### config.mk
export PLATFORM = sky130hd
export DESIGN_NAME = bcx_engine
export DESIGN_NICKNAME = d
export VERILOG_FILES = /design/src/rtl/bcx_pkg.sv /design/src/rtl/bcx_decode.sv /design/src/rtl/bcx_opstack.sv /design/src/rtl/bcx_locals.sv /design/src/rtl/bcx_engine.sv
export SDC_FILE = /design/constraint.sdc
export NUM_CORES = 1
export LEC_CHECK = 0
export ABC_CLOCK_PERIOD_IN_PS = 7310
export BUFFER_PORTS_ARGS = -buffer_cell sky130_fd_sc_hd__buf_2
export CORE_MARGIN = 2
export CORE_UTILIZATION = 30
export CTS_CLUSTER_SIZE = 16
export DETAILED_ROUTE_END_ITERATION = 7
export PLACE_DENSITY = 0.54
export SETUP_SLACK_MARGIN = 0.02
export SYNTH_ARGS = -nofsm -noshare
export SYNTH_HDL_FRONTEND = slang
export SYNTH_SLANG_ARGS = --single-unit
### constraint.sdc
create_clock -name clk -period 7.31 [get_ports clk]
set_input_delay 1.462 -clock clk [delete_from_list [all_inputs] [get_ports clk]]
set_output_delay 1.462 -clock clk [all_outputs]
set_load 0.02 [all_outputs]
### src/rtl/bcx_pkg.sv
package bcx_pkg;

   typedef enum logic [2:0] {
      K_PUSH_IMM,
      K_PUSH_ZERO,
      K_STORE,
      K_LOAD,
      K_ADD,
      K_RET,
      K_BAD
   } kind_e;

   typedef enum logic [1:0] {
      S_NONE,
      S_PUSH,
      S_POP,
      S_ADD
   } sop_e;

   typedef enum logic [2:0] {
      ST_IDLE,
      ST_RUN,
      ST_IMM,
      ST_DONE,
      ST_FAULT
   } state_e;

   localparam logic [7:0] OPC_IMM8 = 8'h10;
   localparam logic [7:0] OPC_ZERO = 8'h03;
   localparam logic [7:0] OPC_ST1  = 8'h3C;
   localparam logic [7:0] OPC_ST2  = 8'h3D;
   localparam logic [7:0] OPC_ST3  = 8'h3E;
   localparam logic [7:0] OPC_LD1  = 8'h1B;
   localparam logic [7:0] OPC_LD2  = 8'h1C;
   localparam logic [7:0] OPC_SUM  = 8'h60;
   localparam logic [7:0] OPC_RET  = 8'hB1;

endpackage

### src/rtl/bcx_decode.sv
module bcx_decode
   import bcx_pkg::*;
(
   input  logic [7:0] opc,
   output kind_e      kind,
   output logic [1:0] slot
);

   always_comb begin
      kind = K_BAD;
      slot = 2'd0;
      case (opc)
         OPC_IMM8: kind = K_PUSH_IMM;
         OPC_ZERO: kind = K_PUSH_ZERO;
         OPC_ST1:  begin kind = K_STORE; slot = 2'd1; end
         OPC_ST2:  begin kind = K_STORE; slot = 2'd2; end
         OPC_ST3:  begin kind = K_STORE; slot = 2'd3; end
         OPC_LD1:  begin kind = K_LOAD;  slot = 2'd1; end
         OPC_LD2:  begin kind = K_LOAD;  slot = 2'd2; end
         OPC_SUM:  kind = K_ADD;
         OPC_RET:  kind = K_RET;
         default:  kind = K_BAD;
      endcase
   end

endmodule

### src/rtl/bcx_opstack.sv
module bcx_opstack
   import bcx_pkg::*;
#(
   parameter int W     = 32,
   parameter int DEPTH = 2,
   localparam int DW   = $clog2(DEPTH + 1),
   localparam int IW   = (DEPTH > 1) ? $clog2(DEPTH) : 1
)(
   input  logic          clk,
   input  logic          rst_n,
   input  logic          clr,
   input  sop_e          op,
   input  logic [W-1:0]  wdata,
   output logic [W-1:0]  top,
   output logic [DW-1:0] depth,
   output logic          empty,
   output logic          full,
   output logic          has_two
);

   logic [W-1:0]  mem [DEPTH];
   logic [DW-1:0] cnt;
   logic [DW-1:0] cm1;
   logic [DW-1:0] cm2;
   logic [W-1:0]  below;

   assign cm1     = cnt - DW'(1);
   assign cm2     = cnt - DW'(2);
   assign top     = mem[cm1[IW-1:0]];
   assign below   = mem[cm2[IW-1:0]];
   assign depth   = cnt;
   assign empty   = (cnt == '0);
   assign full    = (cnt == DW'(DEPTH));
   assign has_two = (cnt >= DW'(2));

   always_ff @(posedge clk or negedge rst_n) begin
      if (!rst_n) begin
         cnt <= '0;
         for (int i = 0; i < DEPTH; i++) mem[i] <= '0;
      end else if (clr) begin
         cnt <= '0;
      end else begin
         case (op)
            S_PUSH: begin
               mem[cnt[IW-1:0]] <= wdata;
               cnt <= cnt + DW'(1);
            end
            S_POP: cnt <= cm1;
            S_ADD: begin
               mem[cm2[IW-1:0]] <= top + below;
               cnt <= cm1;
            end
            default: ;
         endcase
      end
   end

   p_depth_bound_r10: assert property (@(posedge clk) disable iff (!rst_n)
      cnt <= DW'(DEPTH));
   p_push_room_r10: assert property (@(posedge clk) disable iff (!rst_n)
      (!clr && op == S_PUSH) |-> !full);
   p_pop_room_r9: assert property (@(posedge clk) disable iff (!rst_n)
      (!clr && op == S_POP) |-> !empty);
   p_add_room_r9: assert property (@(posedge clk) disable iff (!rst_n)
      (!clr && op == S_ADD) |=> depth == $past(depth) - DW'(1));

endmodule

### src/rtl/bcx_locals.sv
module bcx_locals #(
   parameter int W    = 32,
   parameter int NLOC = 4,
   localparam int LW  = $clog2(NLOC)
)(
   input  logic            clk,
   input  logic            rst_n,
   input  logic            we,
   input  logic [LW-1:0]   waddr,
   input  logic [W-1:0]    wdata,
   input  logic [LW-1:0]   raddr,
   output logic [W-1:0]    rdata,
   output logic [NLOC*W-1:0] flat
);

   logic [W-1:0] slot_q [NLOC];

   for (genvar g = 0; g < NLOC; g++) begin : g_slot
      always_ff @(posedge clk or negedge rst_n) begin
         if (!rst_n)                          slot_q[g] <= '0;
         else if (we && waddr == LW'(g))      slot_q[g] <= wdata;
      end
      assign flat[g*W +: W] = slot_q[g];
   end

   assign rdata = slot_q[raddr];

   p_no_slot0_write_r4: assert property (@(posedge clk) disable iff (!rst_n)
      we |-> waddr != '0);
   p_write_lands_r4: assert property (@(posedge clk) disable iff (!rst_n)
      we |=> flat[$past(waddr)*W +: W] == $past(wdata));

endmodule

### src/rtl/bcx_engine.sv
module bcx_engine
   import bcx_pkg::*;
#(
   parameter int PC_W     = 8,
   parameter int DEPTH    = 2,
   parameter int NLOC     = 4,
   parameter bit SEXT_IMM = 1'b1,
   localparam int W       = 32,
   localparam int DW      = $clog2(DEPTH + 1),
   localparam int LW      = $clog2(NLOC)
)(
   input  logic               clk,
   input  logic               rst_n,
   input  logic               start,
   output logic [PC_W-1:0]    code_addr,
   input  logic [7:0]         code_byte,
   output logic               busy,
   output logic               done,
   output logic               err,
   output logic [DW-1:0]      depth,
   output logic [NLOC*W-1:0]  locals_flat
);

   if (DEPTH < 2) begin : g_bad_depth
      $error("bcx_engine: DEPTH must be at least 2");
   end
   if (NLOC < 4) begin : g_bad_nloc
      $error("bcx_engine: NLOC must be at least 4");
   end
   if (PC_W < 2) begin : g_bad_pcw
      $error("bcx_engine: PC_W must be at least 2");
   end

   state_e          state, nxt_state;
   logic [PC_W-1:0] pc, nxt_pc;
   kind_e           kind;
   logic [1:0]      dslot;
   sop_e            sop;
   logic [W-1:0]    push_val;
   logic [W-1:0]    imm_ext;
   logic [W-1:0]    top;
   logic [W-1:0]    ld_val;
   logic            st_empty, st_full, st_two;
   logic            lwe;

   bcx_decode u_dec (
      .opc  (code_byte),
      .kind (kind),
      .slot (dslot)
   );

   if (SEXT_IMM) begin : g_sext
      assign imm_ext = {{(W-8){code_byte[7]}}, code_byte};
   end else begin : g_zext
      assign imm_ext = {{(W-8){1'b0}}, code_byte};
   end

   bcx_opstack #(.W(W), .DEPTH(DEPTH)) u_stk (
      .clk     (clk),
      .rst_n   (rst_n),
      .clr     (start),
      .op      (sop),
      .wdata   (push_val),
      .top     (top),
      .depth   (depth),
      .empty   (st_empty),
      .full    (st_full),
      .has_two (st_two)
   );

   bcx_locals #(.W(W), .NLOC(NLOC)) u_loc (
      .clk   (clk),
      .rst_n (rst_n),
      .we    (lwe),
      .waddr (LW'(dslot)),
      .wdata (top),
      .raddr (LW'(dslot)),
      .rdata (ld_val),
      .flat  (locals_flat)
   );

   always_comb begin
      nxt_state = state;
      nxt_pc    = pc;
      sop       = S_NONE;
      push_val  = '0;
      lwe       = 1'b0;
      if (!start) begin
         case (state)
            ST_RUN: begin
               case (kind)
                  K_PUSH_IMM: begin
                     nxt_state = ST_IMM;
                     nxt_pc    = pc + PC_W'(1);
                  end
                  K_PUSH_ZERO: begin
                     if (st_full) nxt_state = ST_FAULT;
                     else begin
                        sop    = S_PUSH;
                        nxt_pc = pc + PC_W'(1);
                     end
                  end
                  K_STORE: begin
                     if (st_empty) nxt_state = ST_FAULT;
                     else begin
                        sop    = S_POP;
                        lwe    = 1'b1;
                        nxt_pc = pc + PC_W'(1);
                     end
                  end
                  K_LOAD: begin
                     if (st_full) nxt_state = ST_FAULT;
                     else begin
                        sop      = S_PUSH;
                        push_val = ld_val;
                        nxt_pc   = pc + PC_W'(1);
                     end
                  end
                  K_ADD: begin
                     if (!st_two) nxt_state = ST_FAULT;
                     else begin
                        sop    = S_ADD;
                        nxt_pc = pc + PC_W'(1);
                     end
                  end
                  K_RET:   nxt_state = ST_DONE;
                  default: nxt_state = ST_FAULT;
               endcase
            end
            ST_IMM: begin
               if (st_full) nxt_state = ST_FAULT;
               else begin
                  sop       = S_PUSH;
                  push_val  = imm_ext;
                  nxt_pc    = pc + PC_W'(1);
                  nxt_state = ST_RUN;
               end
            end
            default: ;
         endcase
      end
   end

   always_ff @(posedge clk or negedge rst_n) begin
      if (!rst_n) begin
         state <= ST_IDLE;
         pc    <= '0;
      end else if (start) begin
         state <= ST_RUN;
         pc    <= '0;
      end else begin
         state <= nxt_state;
         pc    <= nxt_pc;
      end
   end

   assign code_addr = pc;
   assign busy      = (state == ST_RUN) || (state == ST_IMM);
   assign done      = (state == ST_DONE);
   assign err       = (state == ST_FAULT);

   p_start_clears_r1: assert property (@(posedge clk) disable iff (!rst_n)
      start |=> (depth == '0 && code_addr == '0 && !err && !done && busy));
   p_imm_step_r2: assert property (@(posedge clk) disable iff (!rst_n)
      (!start && state == ST_RUN && kind == K_PUSH_IMM) |=>
         (state == ST_IMM && code_addr == $past(code_addr) + PC_W'(1)));
   p_halt_pc_stable_r7: assert property (@(posedge clk) disable iff (!rst_n)
      ((done || err) && !start) |=> $stable(code_addr));
   p_sticky_err_r11: assert property (@(posedge clk) disable iff (!rst_n)
      (err && !start) |=> err);
   p_bad_opcode_r8: assert property (@(posedge clk) disable iff (!rst_n)
      (!start && state == ST_RUN && kind == K_BAD) |=>
         (err && $stable(depth) && $stable(locals_flat)));
   p_exclusive_r11: assert property (@(posedge clk) disable iff (!rst_n)
      $onehot0({busy, done, err}));

endmodule

==> reports/metrics.yaml, run 1 <==
place:
  place_congestion: 0.8330
  port-buffer-count: 151
  dp_hpwl_um: 22990
power_and_ir_drop:
  clkPwrFrac: 0.520
  ir_drop_mv: 0.1457
  p_sw_uw: 577.2
  p_total_uw: 2529
  seqPwrFrac: 0.452
  power.density_nw_per_um2: 192.5
  combinationalPowerShare: 0.028
  p_int_uw: 1952
  swShare: 0.2283
  leakage_uw: 0.006382
synth:
  synth_fa_ha_area_frac: 0.03964
  syn_avg_cell_area_um2: 9.196
  syn_inst: 1222
  yosysSeqAreaShare: 0.4565
  synth_top_area_share: 0.4565
  synth.cell_area_um2: 11240
  synth_largest_area_cell: "dfrtp_1"
  yosys_most_used_dff: "dfrtp_1"
  synth_area_leaders: "dfrtp_1 46%, o21ai_0 7.0%, nand2_1 6.7%"
  yosys.area_share.simple: 0.1409
  ys_ff_latch: 205
  synth_warnings: 0
  syn-num-nets: 1268
  postSynth.asyncResetShare: 1.000
  synth-edff-count: 0
  synth.mux.area_fraction: 0.06414
  synth_top_family_by_area: "compound AO/OA/AOI/OAI gates"
  synth_compound_area_frac: 0.2263
  synth_cell_types: 74
  synth_xor_area_frac: 0.01949
sta:
  finalCritPeriodShare: 0.6170
  relSlewSlack: 0.2353
  finalHoldViolCount: 0
  layout_min_cycle_time_ns: 4.510
  rsz0062_at_grt: "false"
  final_max_slew_viol_count: 0
  worst_slew_pin_slew_ns: 1.144
  finalClockSkew_ns: 0.01647
  fmax_mhz: 221.7
  fin_tns_setup_ns: 0
  setup_viol: 0
die:
  fp.coreArea_um2: 36790
  top_level_ports: 152
  die_w_um: 197.5
  design.die.area_um2: 39020
  start_util: 0.3055
  num_rows: 70
  die_y_um: 197.5
clock_network:
  clockRootBuffer: "clkbuf_16"
  cts_tree: "built"
  clk_pin_slew_ns: 0.06
  ctsHoldBuffers: 0
  cts_resized: 0
  cts_buffers: 26
  h-tree-depth: 1
  postCtsSetupBuffers: 0
  clockBufferDepth: 3
  clk_latency_ns: 0.55
  cts_sinks: 205
finish:
  multi_input_area_um2: 5535
  syn_to_final_growth_pct: 16.93
  nFillCells: 3750
  nets: 1355
  regArea_um2: 5134
  drive_above_1_share: 0.1982
  fin_util: 0.3572
  antenna_cells: 0
route:
  routed_wl_um: 33700
  initialDrtViolationCount: 678
  vias_per_cell: 5.214
  drc: 0
  drt-wirelength-per-cell_um: 18.77
  drtPass1Iterations: 5
  via_count: 9360
  ant_nets: 0
global_routing:
  grtUsageMet1: 0.2347
  use_met3: 0.02868
  grt_overflow: 0
  first_global_vias: 9159
  grt_max_degree: 105
  grt_first_pass_wirelength_um: 53070
  antenna_found_initial: 0
  gr-max-usage-layer: "met2"
  grt_use_total: 0.1721
  grt_util_met2: 0.2783
worst_setup_path:
  cp_slowest_cell: "dfrtp_4"
  slowest_delay_ns: 1.11
  cp_num_buf_inv: 1
  worstPathCellList: "mux2i_1 > inv_1 > ha_1 > fa_1 > a21o_1 > a31o_1 > o21a_1 > o211ai_2 > a21oi_2 > o41ai_1 > or4_1 > nand3_1"
  reg2reg_from: "u_stk.depth[0]$_DFFE_PN0P_"
  critPathArrivalTime_ns: 4.94
  r2r-end: "u_stk.mem[60]$_DFFE_PN0P_"
  path_max_fanout: 68
  worst-setup-path-type: "reg -> reg"
  cp-start-kind: "register"
  crit_family: "compound AO/OA/AOI/OAI gates"
  r2r_slack_ns: 2.80
  reg2reg_depth: 12
  cp-end-kind: "register"
  required_ns: 7.74
outcome:
  status: "completed"
hold_path:
  hold_start: "u_loc.flat[21]$_DFFE_PN0P_"
  whs_endpoint: "u_loc.flat[21]$_DFFE_PN0P_"
  min_delay_path_depth: 0
  min_path_type: "reg -> reg"
flow_run:
  maxCapViolCount: 0
metrics by stage:
stage	setup slack, ns	hold slack (ns)	cells	area (µm²)
floorplan	3.173	0.4652	1222	11240
finish	2.800	0.3699	1795	13140
global placement	2.853	0.3604	1749	12270
global route	2.540	0.3794	1795	13140
detailed placement	2.816	0.3636	1749	12270
CTS	2.801	0.3761	1795	13140
cells in the mapped netlist, types with 3 or more instances:
| library cell | n |
|---|---|
| nand3_1 | 15 |
| nand4_1 | 3 |
| nand2_1 | 202 |
| buf_4 | 3 |
| mux2i_1 | 36 |
| inv_1 | 45 |
| dfrtp_1 | 205 |
| nor3_1 | 21 |
| a21oi_2 | 3 |
| nor2_1 | 42 |
| nor4_1 | 3 |
| nand3b_1 | 3 |
| a222oi_1 | 32 |
| ha_1 | 34 |
| or4_1 | 3 |
| or3_1 | 9 |
| nor2b_1 | 7 |
| nand2b_1 | 6 |
| and2_1 | 6 |
| clkbuf_1 | 69 |
| and3_1 | 7 |
| a21o_1 | 20 |
| o21ai_0 | 158 |
| o21a_1 | 11 |
| a21oi_1 | 43 |
| a31oi_1 | 10 |
| buf_2 | 24 |
| xnor2_1 | 14 |
| a32oi_1 | 6 |
| a22oi_1 | 19 |
| xor2_1 | 11 |
| a211o_1 | 3 |
| buf_1 | 7 |
| o21ai_1 | 40 |
| mux2_2 | 32 |
| o211ai_1 | 3 |
| a21boi_0 | 24 |
cell usage in the layout, fill, tap and decap left out, types with 7 or more instances in the layout:
cell / synthesis / layout
o21ai_0: 158 / 158
nand3_1: 15 / 15
buf_4: 3 / 11
a21o_1: 20 / 20
buf_2: 24 / 150
a21boi_0: 24 / 24
o21ai_1: 40 / 40
or3_1: 9 / 9
a21oi_1: 43 / 42
mux2i_1: 36 / 36
nand2_1: 202 / 199
a22oi_1: 19 / 19
xnor2_1: 14 / 14
inv_1: 45 / 45
a222oi_1: 32 / 32
nor2_1: 42 / 41
clkbuf_16: 0 / 26
dfrtp_1: 205 / 204
and3_1: 7 / 7
a31oi_1: 10 / 10
nor3_1: 21 / 21
xor2_1: 11 / 11
mux2_2: 32 / 32
o21a_1: 11 / 11
ha_1: 34 / 34
power groups by stage:
stage               Combinational (µW)  Sequential (µW)  Clock, µW
floorplan                         32.4             1160          0
global placement                  72.4             1160          0
detailed placement                73.2             1160          0
CTS                               73.6             1140       1350
global route                      80.5             1140       1400
finish                            71.9             1140       1310
routing by layer:
| metal | vias up | share of wire |
|---|---|---|
| li1 | 4544 | - |
| met1 | 4539 | 0.46 |
| met2 | 235 | 0.46 |
| met3 | 42 | 0.051 |
| met4 | 0 | 0.022 |
| met5 | - | 0 |
how the worst max path moves through the flow:
stage,start,to,slack [ns],depth (start not counted)
after floorplan,u_stk.depth[0]$_DFFE_PN0P_,u_stk.mem[58]$_DFFE_PN0P_,3.17,14
after global placement,u_stk.depth[0]$_DFFE_PN0P_,u_stk.mem[60]$_DFFE_PN0P_,2.85,8
after detailed placement,u_stk.depth[0]$_DFFE_PN0P_,u_stk.mem[60]$_DFFE_PN0P_,2.82,8
after CTS,u_stk.depth[0]$_DFFE_PN0P_,u_stk.mem[60]$_DFFE_PN0P_,2.80,8
after global routing,u_stk.depth[0]$_DFFE_PN0P_,u_stk.mem[60]$_DFFE_PN0P_,2.54,12
final,u_stk.depth[0]$_DFFE_PN0P_,u_stk.mem[60]$_DFFE_PN0P_,2.80,12
layout make-up:
class / instances / area share
multi-input combinational: 869 / 0.4213
sequential: 205 / 0.3907
timing repair buffer: 162 / 0.06447
clock buffer: 35 / 0.05514
tap: 468 / 0.04457
inverter: 45 / 0.01286
clock inverter: 11 / 0.01095
cells by family after synthesis:
kind of cell    after synthesis
simple gates                344
flops                       205
mux                          68
buf+inv                     148
xor+xnor                     25
fa+ha+maj                    35
compound gates              397
state kept, by name (all words and copies together) (netlist names):
| register | flops |
|---|---|
| u_stk.depth | 2 |
| code_addr | 8 |
| state | 3 |
| u_loc.flat | 128 |
| u_stk.mem | 64 |
Power figures use the tool's default switching activity.
==> run 2: changes to the inputs <==
Settings changed: ABC_CLOCK_PERIOD_IN_PS 7310 to 4600.
Clock period 7.31 ns to 4.6 ns, I/O delays scaled along.
==> run 2 against run 1 <==
  * Critical path depth unchanged
  * Die area unchanged
  * Non-clock buffer count increased by 14
  * Count of clock-buffer cells in the layout decreased by 1
  * Clock skew increased by 0.0027 ns
  * Final area increased by 1.5%
  * Wire length increased by 0.12%
  * Global-route usage about the same
  * Worst hold slack got worse by 0.0016 ns
  * Critical path type unchanged
  * Critical endpoint is now u_stk.mem[28]$_DFFE_PN0P_
  * Largest power group unchanged
==> reports/metrics.yaml, run 2 (synthesis results as in run 1) <==
finish:
  final_cell_mix: "204 x dfrtp_1, 199 x nand2_1, 158 x o21ai_0, 150 x buf_2, 45 x inv_1"  # unchanged
  mostFrequentLayoutCell: "dfrtp_1"  # unchanged
  nets: 1370  # was 1355
  antenna_cells: 0  # unchanged
  syn_to_final_growth_pct: 18.72  # was 16.93%
  nFillCells: 3785  # was 3750
  fin_util: 0.3627  # was 0.3572
  drive_above_1_share: 0.2086  # was 0.1982
  largest_reg_flops: 128  # unchanged
route:
  routed_wl_um: 33740  # was 33700 µm
  drt-wirelength-per-cell_um: 18.64  # was 18.77 µm
  vias_per_cell: 5.209  # was 5.214
  drtPass1Iterations: 6  # was 5
  via_count: 9429  # was 9360
  initialDrtViolationCount: 650  # was 678
  ant_nets: 0  # unchanged
  drc: 0  # unchanged
power_and_ir_drop:
  seqPwrFrac: 0.435  # was 0.452
  power.density_nw_per_um2: 313.0  # was 192.5 nW/µm²
  p_total_uw: 4176  # was 2529 µW
  p_sw_uw: 960.9  # was 577.2 µW
  swShare: 0.2301  # was 0.2283
  ir_drop_mv: 0.2015  # was 0.1457 mV
  combinationalPowerShare: 0.028  # about the same
  leakage_uw: 0.006496  # was 0.006382 µW
  clkPwrFrac: 0.537  # was 0.520
  p_int_uw: 3215  # was 1952 µW
worst_setup_path:
  worstPathCellList: "mux2i_1 > inv_1 > ha_1 > fa_1 > a21o_1 > a31o_1 > o21a_1 > o211ai_2 > a21oi_2 > o41ai_1 > or4_1 > nand3_1"  # unchanged
  required_ns: 5.04  # was 7.74 ns
  slowest_delay_ns: 0.80  # was 1.11 ns
  cp-start-kind: "register"  # unchanged
  reg2reg_depth: 12  # unchanged
  cp_slowest_cell: "dfrtp_4"  # unchanged
  r2r-end: "u_stk.mem[28]$_DFFE_PN0P_"  # was u_stk.mem[60]$_DFFE_PN0P_
  crit_start: "u_stk.depth[0]$_DFFE_PN0P_"  # unchanged
  path_max_fanout: 40  # was 68
  worst-setup-path-type: "reg -> reg"  # unchanged
  r2r_slack_ns: 0.62  # was 2.80 ns
  reg2reg_from: "u_stk.depth[0]$_DFFE_PN0P_"  # unchanged
  critPathArrivalTime_ns: 4.43  # was 4.94 ns
  cp-end-kind: "register"  # unchanged
sta:
  layout_min_cycle_time_ns: 3.983  # was 4.510 ns
  fin_tns_setup_ns: 0  # unchanged
  setup_ws_ns: 0.6168  # was 2.800 ns
  fmax_mhz: 251.1  # was 221.7 MHz
  final_max_slew_viol_count: 0  # unchanged
  finalClockSkew_ns: 0.01922  # was 0.01647 ns
  setup_viol: 0  # unchanged
  rsz0062_at_grt: "false"  # unchanged
  worst_slew_pin_slew_ns: 1.058  # was 1.144 ns
  finalHoldViolCount: 0  # unchanged
  finalCritPeriodShare: 0.8659  # was 0.6170
  fin_hold_ws_ns: 0.3683  # was 0.3699 ns
  relSlewSlack: 0.2945  # was 0.2353
hold_path:
  min_delay_path_depth: 0  # unchanged
  min_path_type: "reg -> reg"  # unchanged
  hold_start: "u_loc.flat[25]$_DFFE_PN0P_"  # was u_loc.flat[21]$_DFFE_PN0P_
  whs_endpoint: "u_loc.flat[25]$_DFFE_PN0P_"  # was u_loc.flat[21]$_DFFE_PN0P_
clock_network:
  cts_buffers: 27  # was 26
  ctsHoldBuffers: 0  # unchanged
  h-tree-depth: 1  # unchanged
  postCtsSetupBuffers: 0  # unchanged
  clockRootBuffer: "clkbuf_16"  # unchanged
  clk_latency_ns: 0.57  # was 0.55 ns
  clockBufferDepth: 3  # unchanged
  clk_pin_slew_ns: 0.06  # about the same
  cts_tree: "built"  # unchanged
  cts_resized: 0  # unchanged
  cts_sinks: 205  # unchanged
global_routing:
  grt_use_total: 0.1724  # was 0.1721
  grt_overflow: 0  # unchanged
  first_global_vias: 9133  # was 9159
  grt_max_degree: 85  # was 105
  antenna_found_initial: 0  # unchanged
  grt_first_pass_wirelength_um: 53110  # was 53070 µm
place:
  dp_hpwl_um: 23280  # was 22990 µm
  port-buffer-count: 151  # unchanged
  dp_slack_ns: 0.6242  # was 2.816 ns
  place_congestion: 0.8244  # was 0.8330
die:
  die_y_um: 197.5  # unchanged
  top_level_ports: 152  # unchanged
  design.die.area_um2: 39020  # unchanged
  die_w_um: 197.5  # unchanged
  start_util: 0.3055  # unchanged
  num_rows: 70  # unchanged
  fp.coreArea_um2: 36790  # unchanged
outcome:
  status: "completed"  # unchanged
flow_run:
  maxCapViolCount: 0  # unchanged
[run 2: how the worst max path moves through the flow]
stage	to	cells after the start
5_1_grt	u_stk.mem[60]$_DFFE_PN0P_	12
3_5_place_dp	u_stk.mem[28]$_DFFE_PN0P_	12
2_1_floorplan	u_stk.mem[58]$_DFFE_PN0P_	14
6_report	u_stk.mem[28]$_DFFE_PN0P_	12
3_3_place_gp	u_stk.mem[63]$_DFFE_PN0P_	12
4_1_cts	u_stk.mem[60]$_DFFE_PN0P_	12
[run 2: area by class of cell]
class                      count  area, µm²  area share
clock buffer                  34      752.0     0.05637
clock inverter                13      188.9     0.01416
inverter                      45      168.9     0.01266
multi-input combinational    869       5534      0.4148
sequential                   205       5134      0.3848
tap                          468      585.6     0.04389
timing repair buffer         176      977.2     0.07325
[run 2: layer usage]
layer	GRT usage	routed length [µm]
met1	0.2338	15370
met2	0.2870	15900
met3	0.02681	1857
met4	0.04344	606
met5	0	0
[run 2: power groups by stage]
stage	clock network, µW	registers [µW]	logic (µW)
final	2240	1820	116
after global routing	2370	1810	131
after CTS	2300	1810	119
after detailed placement	0	1850	119
after global placement	0	1850	117
after floorplan	0	1840	51.6
[run 2: worst max-delay path: cells and delay by family (launching register included)]
kind                       cells  cell delay (ns)
buffers and inverters          1             0.08
and+or+nand+nor                2             0.26
muxes                          1             0.39
AOI/OAI and AO/OA              6             1.69
DFF                            1             0.80
adders and majority gates      2             0.66
[run 2: through the flow]
| step | instance area (µm²) | std cells |
|---|---|---|
| CTS | 13340 | 1810 |
| global placement | 12400 | 1763 |
| floorplan | 11240 | 1222 |
| detailed placement | 12400 | 1763 |
| finish | 13340 | 1810 |
| global route | 13340 | 1810 |
